===== src/rtl/soft_mute_pkg.sv =====
package soft_mute_pkg;

    localparam int SM_DATA_W   = 24;
    localparam int SM_RAMP_LEN = 1024;
    localparam int SM_NUM_CH   = 2;

    typedef enum logic [1:0] {
        STEP_HOLD = 2'd0,
        STEP_DOWN = 2'd1,
        STEP_UP   = 2'd2
    } step_e;

    // Direction of the next gain step; a reversal simply picks the other
    // direction from wherever the counter currently sits.
    function automatic step_e pick_step(input logic req,
                                        input logic at_floor,
                                        input logic at_ceil);
        if (req)
            return at_floor ? STEP_HOLD : STEP_DOWN;
        return at_ceil ? STEP_HOLD : STEP_UP;
    endfunction

endpackage


===== src/rtl/soft_mute_gain.sv =====
module soft_mute_gain
    import soft_mute_pkg::*;
#(
    parameter int RAMP_LEN = SM_RAMP_LEN,
    parameter int GAIN_W   = $clog2(RAMP_LEN) + 1
) (
    input  logic              clk,
    input  logic              rst,
    input  logic              frame_tick,
    input  logic              mute_req,
    output logic [GAIN_W-1:0] gain,
    output logic              at_floor,
    output logic              at_ceil
);

    localparam logic [GAIN_W-1:0] UNITY = GAIN_W'(RAMP_LEN);
    localparam logic [GAIN_W-1:0] ONE   = GAIN_W'(1);

    step_e step;

    assign at_floor = (gain == '0);
    assign at_ceil  = (gain == UNITY);

    always_comb begin
        step = pick_step(mute_req, at_floor, at_ceil);
    end

    always_ff @(posedge clk) begin
        if (rst) begin
            gain <= UNITY;
        end else if (frame_tick) begin
            unique case (step)
                STEP_DOWN: gain <= gain - ONE;
                STEP_UP:   gain <= gain + ONE;
                default:   gain <= gain;
            endcase
        end
    end

endmodule


===== src/rtl/soft_mute_scale.sv =====
module soft_mute_scale #(
    parameter int DATA_W   = 24,
    parameter int RAMP_LEN = 1024,
    parameter int GAIN_W   = $clog2(RAMP_LEN) + 1
) (
    input  logic                     clk,
    input  logic                     rst,
    input  logic                     load,
    input  logic signed [DATA_W-1:0] sample,
    input  logic        [GAIN_W-1:0] gain,
    output logic signed [DATA_W-1:0] scaled
);

    localparam int SHIFT  = $clog2(RAMP_LEN);
    localparam int PROD_W = DATA_W + GAIN_W + 1;
    localparam logic signed [PROD_W-1:0] BIAS = PROD_W'((64'd1 << SHIFT) - 64'd1);

    logic signed [PROD_W-1:0] prod;
    logic signed [PROD_W-1:0] biased;
    logic signed [DATA_W-1:0] scaled_d;

    always_comb begin
        prod     = PROD_W'(sample) * PROD_W'($signed({1'b0, gain}));
        // Adding (2^SHIFT - 1) to negative products turns the arithmetic
        // shift into a division that truncates toward zero.
        biased   = prod[PROD_W-1] ? (prod + BIAS) : prod;
        scaled_d = DATA_W'(biased >>> SHIFT);
    end

    always_ff @(posedge clk) begin
        if (rst)
            scaled <= '0;
        else if (load)
            scaled <= scaled_d;
    end

endmodule


===== src/rtl/soft_mute_ramp.sv =====
module soft_mute_ramp
    import soft_mute_pkg::*;
#(
    parameter  int DATA_W   = SM_DATA_W,
    parameter  int RAMP_LEN = SM_RAMP_LEN,
    localparam int GAIN_W   = $clog2(RAMP_LEN) + 1
) (
    input  logic                     clk,
    input  logic                     rst,
    input  logic                     frame_tick,
    input  logic                     mute_req,
    input  logic signed [DATA_W-1:0] in_left,
    input  logic signed [DATA_W-1:0] in_right,
    output logic signed [DATA_W-1:0] out_left,
    output logic signed [DATA_W-1:0] out_right,
    output logic        [GAIN_W-1:0] gain,
    output logic                     muted,
    output logic                     idle
);

    logic at_floor;
    logic at_ceil;
    logic signed [DATA_W-1:0] ch_in  [SM_NUM_CH];
    logic signed [DATA_W-1:0] ch_out [SM_NUM_CH];

    soft_mute_gain #(
        .RAMP_LEN (RAMP_LEN),
        .GAIN_W   (GAIN_W)
    ) u_gain (
        .clk        (clk),
        .rst        (rst),
        .frame_tick (frame_tick),
        .mute_req   (mute_req),
        .gain       (gain),
        .at_floor   (at_floor),
        .at_ceil    (at_ceil)
    );

    assign ch_in[0] = in_left;
    assign ch_in[1] = in_right;

    for (genvar c = 0; c < SM_NUM_CH; c++) begin : g_chan
        soft_mute_scale #(
            .DATA_W   (DATA_W),
            .RAMP_LEN (RAMP_LEN),
            .GAIN_W   (GAIN_W)
        ) u_scale (
            .clk    (clk),
            .rst    (rst),
            .load   (frame_tick),
            .sample (ch_in[c]),
            .gain   (gain),
            .scaled (ch_out[c])
        );
    end

    assign out_left  = ch_out[0];
    assign out_right = ch_out[1];
    assign muted     = at_floor;
    assign idle      = at_ceil & ~mute_req;

endmodule


===== config.mk =====
export PLATFORM = sky130hd
export DESIGN_NAME = soft_mute_ramp
export DESIGN_NICKNAME = d
export VERILOG_FILES = /design/src/rtl/soft_mute_pkg.sv /design/src/rtl/soft_mute_gain.sv /design/src/rtl/soft_mute_scale.sv /design/src/rtl/soft_mute_ramp.sv
export SDC_FILE = /design/constraint.sdc
export NUM_CORES = 1
export LEC_CHECK = 0
export ABC_AREA = 1
export ABC_CLOCK_PERIOD_IN_PS = 13500
export BUFFER_PORTS_ARGS = -buffer_cell sky130_fd_sc_hd__buf_4
export CAP_MARGIN = 25
export CORE_ASPECT_RATIO = 0.75
export CORE_MARGIN = 2
export CORE_UTILIZATION = 25
export DETAILED_ROUTE_END_ITERATION = 10
export PLACE_DENSITY = 0.41
export SLEW_MARGIN = 0
export SYNTH_ARGS = -nofsm -noshare
export SYNTH_HDL_FRONTEND = slang
export SYNTH_HIERARCHICAL = 1
export SYNTH_SLANG_ARGS = --single-unit

===== constraint.sdc =====
create_clock -name clk -period 13.5 [get_ports clk]
set_clock_uncertainty 0.1 [all_clocks]
set_input_delay 2.025 -clock clk [delete_from_list [all_inputs] [get_ports clk]]
set_output_delay 2.025 -clock clk [all_outputs]
set_load 0.05 [all_outputs]

# Word level (Yosys, flattened, before mapping)
# Index checks and enable logic that the tools add are counted.
# W data, S select, Z words.
[classes] n_addsub=4 mul=2 div_mod_pow=0 order_cmp=0 n_eq_ne=3 shift=0 muxes=8 n_bitwise=2 reduce_logical=3
[ops] operator="$mul A24 B12 Y36" n=2
[ops] operator="$add A34 B11 Y34 const B" n=2
[ops] operator="$mux W34" n=2
[ops] operator="$pmux W11 S2" n=1
[ops] operator="$add A11 B1 Y11 const B" n=1
[ops] operator="$eq A11 B11 Y1 const B" n=1
[ops] operator="$logic_not A11 Y1" n=1
[ops] operator="$sub A11 B1 Y11 const B" n=1
[ops] operator="$mux W2" n=3
[ops] operator="$eq A2 B1 Y1 const B" n=1
[ops] operator="$eq A2 B2 Y1 const B" n=1
[ops] operator="$mux W1" n=2
[ops] operator="$reduce_and A2 Y1" n=1
[ops] operator="$reduce_bool A2 Y1" n=1
[ops] operator="$and A1 B1 Y1" n=1
[ops] operator="$not A1 Y1" n=1
[word_totals] regBits=59 latch_bits=0 ramBits=0 romBits=0 input_bits=52 output_inout_bits=61 word_cells=25 memories=0

# Depth between registers and ports, before layout
[logic_depth] ltp_word=7 mapped_depth=34 depth_no_buf=33

# Hierarchy
# Netlist, hierarchy kept.
[modules_own_cells] module="soft_mute_scale (g_chan[1].u_scale)" n_inst=1 cells_each=1795 area_each_um2=12071.6 seq_area_each_um2=480.5
[modules_own_cells] module="soft_mute_scale (g_chan[0].u_scale)" n_inst=1 cells_each=1716 area_each_um2=11785.1 seq_area_each_um2=480.5
[modules_own_cells] module="soft_mute_gain" n_inst=1 cells_each=132 area_each_um2=888.4 seq_area_each_um2=220.2
[modules_own_cells] module="soft_mute_ramp" n_inst=1 cells_each=2 area_each_um2=10.0 seq_area_each_um2=0.0

# Worst setup path before layout
# OpenSTA, ideal clock, no wires.
[synth_path] kind="input port to flip-flop" start="input port in_left[23]" end="register g_chan[0].u_scale.scaled[20]" setup_time_ps=109 arrival_time_ps=7097 required_ps=13291 slack_ps=6194 cell_stages=28 path_buffers=2 cell_sequence="clkbuf_1 -> nand2_1 -> inv_1 -> fa_1 -> fa_1 -> inv_1 -> fa_1 -> inv_1 -> fa_1 -> inv_1 -> fa_1 -> inv_1 -> ha_1 -> nand2_1 -> inv_1 -> a21oi_1 -> o21ai_0 -> a21oi_1 -> nand2_1 -> nand2_1 -> nand2_1 -> buf_2 -> nor3_2 -> nand2_1 -> nand2_1 -> nand3_1 -> nand2_1 -> inv_1"
[synth_between] elab_chain_cells=3
[synth_rtl] element="from (decl)" line_no="soft_mute_ramp.sv:12" text="input logic signed [DATA_W-1:0] in_left,"
[synth_rtl] element="$mul A24 B12 Y36 *" line_no="soft_mute_scale.sv:23" text="prod = PROD_W'(sample) * PROD_W'($signed({1'b0, gain}));"
[synth_rtl] element="$add A34 B11 Y34" line_no="soft_mute_scale.sv:26" text="biased = prod[PROD_W-1] ? (prod + BIAS) : prod;"
[synth_rtl] element="$mux W34 *" line_no="soft_mute_scale.sv:26"
[synth_rtl] element="to (signal assigned)" line_no="soft_mute_scale.sv:34" text="scaled <= scaled_d;"
[synth_rtl] element="to (decl)" line_no="soft_mute_scale.sv:11" text="output logic signed [DATA_W-1:0] scaled"
# Every way passes the cells marked *; elsewhere a longest branch is shown, timed or not.
# A chain may end at the register's enable or synchronous reset.

# Worst setup path after layout
[layout_path] start="input port in_left[23]" end="register g_chan[0].u_scale.scaled[14]"
# The elaborated chain is that of the path after synthesis.

==> reports/qor.tcl <==
set qor(category_of_the_worst_setup_path_launch_point) {primary input}
set qor(synth-compound-area-share_pct) 3.690
set qor(antenna_found_initial) 4
set qor(dp.cells) 4972
set qor(number_of_setup_violations_in_the_final_report) 0
set qor(cts_root_buffer) {clkbuf_16}
set qor(place_congestion) 0.8389
set qor(cts_resized) 0
set qor(ys_seq_elements) 59
set qor(ctsHoldBuffers) 0
set qor(data_required_time_at_the_worst_endpoint_ns) 13.67
set qor(post_drt_via_cell_ratio) 4.151
set qor(yosys.area_share.simple_pct) 26.61
set qor(finalWorstPathRequiredPeriod_ns) 7.495
set qor(yosys.area_share.xor_xnor_pct) 1.157
set qor(core_area_um2) 97730
set qor(maxSlewViolCount) 0
set qor(cts_tree) {done}
set qor(dominant_combinational_cell_family_by_area_after_synthesis) {adder cells}
set qor(finalWirelength_um) 72840
set qor(placementRows) 99
set qor(grt_setup_unrepaired) {no}
set qor(tritoncts_num_sinks) 59
set qor(clk_transition_reported_paths_ns) 0.07
set qor(inserted_diodes) 0
set qor(grt_max_degree) 67
set qor(postCtsSetupBuffers) 0
set qor(cts_htree_levels) 3
set qor(crit_fanout) 13
set qor(relSlewSlack_pct) 49.92
set qor(timing.setup.tns_ns) 0
set qor(detailedRoute.firstPassIterationCount) 7
set qor(synth.yosys.warnings) 6
set qor(yosys_most_used_dff) {dfxtp_1}
set qor(mux_contribution_to_synthesized_area_pct) 0
set qor(synth-seq-area-share_pct) 4.771
set qor(io-pin-count) 113
set qor(placement.setup.worst_slack_ns) 5.607
set qor(post_synth_arst_share_pct) 0
set qor(clk_latency_ns) 0.38
set qor(detailedRoute.firstIterationViolations) 959
set qor(grt_pass1_wl_um) 122200
set qor(routed_wire_length_per_instance_um) 14.60
set qor(cts_buffers) 9
set qor(fraction_of_final_layout_cells_with_drive_strength_greater_than_1_pct) 6.122
set qor(num_vias) 20710
set qor(number_of_global_route_vias_before_repair) 22660
set qor(timing.setup.critical_path_class) {in -> reg}
set qor(fin_ws_ns) 6.005
set qor(maxCapViolations) 0
set qor(worstMarginPinSlew_ns) 0.7512
set qor(status) {complete, no violations}
set qor(timing.final.hold_violations) 0
set qor(post-dp-hpwl_um) 61450
set qor(avg_inst_size_synth_um2) 6.791
set qor(final.period_utilization_pct) 55.52
set qor(post_layout_nonfiller_instances) 4988
set qor(post_synth_inst_count) 3645
set qor(overflow_left_after_global_routing) 0
set qor(final_net_count) 4353
set qor(ys_types) 45
set qor(syn_to_final_growth_pct) 9.906
set qor(starting_density_of_the_core_pct) 25.33
set qor(edff_count_synth) 0
set qor(hold_class) {reg -> reg}
set qor(grt_usage_pct) 15.02
set qor(drt.antenna.violating_nets) 0
set qor(critical_path_arrival_ns) 7.66
set qor(clk_path_buf_depth) 2
set qor(dieArea_um2) 101600
set qor(drcViolationCount) 0
set qor(die_w_um) 367.4
set qor(final_core_utilization_pct) 27.84
set qor(placement.io_buffers) 112
set qor(netlist_area_um2) 24750
set qor(timing.critical_path.to_type) {register}
set qor(chip_height_um) 276.5
set qor(post_synth_fa_ha_maj_area_fraction_pct) 46.06
set qor(max_clock_freq_mhz) 133.4
set qor(net_count_after_synthesis) 4328
-- logic make-up (layout without fill, tap and decap cells) --
group / Yosys count / in the layout
adder cells (fa/ha/maj): 631 / 631
flip-flops: 59 / 59
buffers and inverters: 1163 / 1193
AND/OR/NAND/NOR: 1593 / 1593
AO/OA/AOI/OAI: 168 / 168
XOR/XNOR: 31 / 31
-- layout make-up --
type | instances | area (um2)
multi-input cells | 2423 | 19190
repair buffers | 124 | 930.9
flip-flops and latches | 59 | 1195
fillers | 10990 | 70530
clock buffers | 11 | 242.7
well taps | 1313 | 1643
clock inverters | 5 | 52.55
inverters | 1053 | 3955
-- worst paths after layout --
path / from / to / slack (ns) / depth (start not counted)
min: g_chan[1].u_scale/scaled[0] / g_chan[1].u_scale/scaled[0] / 0.37 / 2
max: in_left[23] / g_chan[0].u_scale/scaled[14] / 6.00 / 24
max reg2reg: u_gain/gain[3] / g_chan[0].u_scale/scaled[14] / 6.59 / 27
min reg2reg: g_chan[1].u_scale/scaled[0] / g_chan[1].u_scale/scaled[0] / 0.37 / 2
-- state kept, by name (all words and copies together) (netlist names) --
register,cells
g_chan.u_scale/scaled,48
u_gain/gain,11
-- placed cells by master (no fill, tap or decap), types with 2 or more instances in the layout --
master and n:
a21oi_2 2, a21o_1 7, nand4_1 32, clkinv_2 3, o21ai_0 42, a31oi_1 5
nand2_2 20, fa_1 467, nor2_2 16, ha_1 164, and2_1 6, inv_2 11
nand3_2 9, clkbuf_16 9, nor4_1 2, xor2_1 19, nor2_4 3, nand3_1 147
xor2_2 2, dfxtp_1 48, o21ai_1 9, xnor2_1 10, a21oi_1 87, nor3_1 13
o21bai_1 8, dfxtp_2 11, nand2_1 1146, buf_4 124, inv_1 1041, o211ai_1 4
or2_2 5, nand3b_1 15, and3_1 2, nor2_1 170, nor3_2 2
-- cells in the mapped netlist (all sizes together), types with 2 or more instances --
| cell type | count | share of area (%) |
|---|---|---|
| and2 | 6 | 0.15 |
| o211ai | 4 | 0.12 |
| o21ai | 51 | 1.0 |
| a21o | 7 | 0.21 |
| ha | 164 | 8.3 |
| xor2 | 21 | 0.80 |
| xnor2 | 10 | 0.35 |
| nor2 | 189 | 3.1 |
| nand4 | 32 | 0.81 |
| and3 | 2 | 0.051 |
| a31oi | 5 | 0.13 |
| dfxtp | 59 | 4.8 |
| fa | 467 | 38 |
| nand2 | 1167 | 18 |
| nand3 | 157 | 3.4 |
| buf | 5 | 0.15 |
| nor4 | 2 | 0.051 |
| o21bai | 8 | 0.24 |
| inv | 1053 | 16 |
| clkbuf | 105 | 1.6 |
| nand3b | 16 | 0.54 |
| a21oi | 89 | 1.8 |
| nor3 | 16 | 0.41 |
| or2 | 6 | 0.15 |
-- layer usage --
| layer | wire [um] | track usage (%) |
|---|---|---|
| met3 | 1634 | 1.314 |
| met2 | 36000 | 27.38 |
| met5 | 12 | 0 |
| met1 | 34310 | 19.42 |
| met4 | 883 | 2.501 |
-- per-stage QoR --
| stage | hold WS, ns | cell area [um2] |
|---|---|---|
| finish | 0.3706 | 27210 |
| global route | 0.4113 | 27210 |
| CTS | 0.3756 | 27210 |
| detailed placement | 0.3641 | 26910 |
| global placement | 0.3610 | 26910 |
| floorplan | 0.5871 | 24760 |
-- critical path, cell delays in order --
cell     delay [ns]
buf_4          0.15
nand2_1        0.11
inv_1          0.10
fa_1           0.71
inv_1          0.11
fa_1           0.67
fa_1           0.49
fa_1           0.52
fa_1           0.54
inv_1          0.04
ha_1           0.33
a21o_1         0.19
a31oi_1        0.15
o21ai_0        0.11
a21oi_1        0.17
nand2_1        0.07
nand2_1        0.06
nand2_1        0.27
inv_2          0.29
nand3_1        0.17
o21ai_0        0.19
nand3_1        0.09
nand2_1        0.06
inv_1          0.03
Power is left out: the tool's default activity adds up to more than one toggle a clock period on the data nets, which glitch-free logic cannot reach.
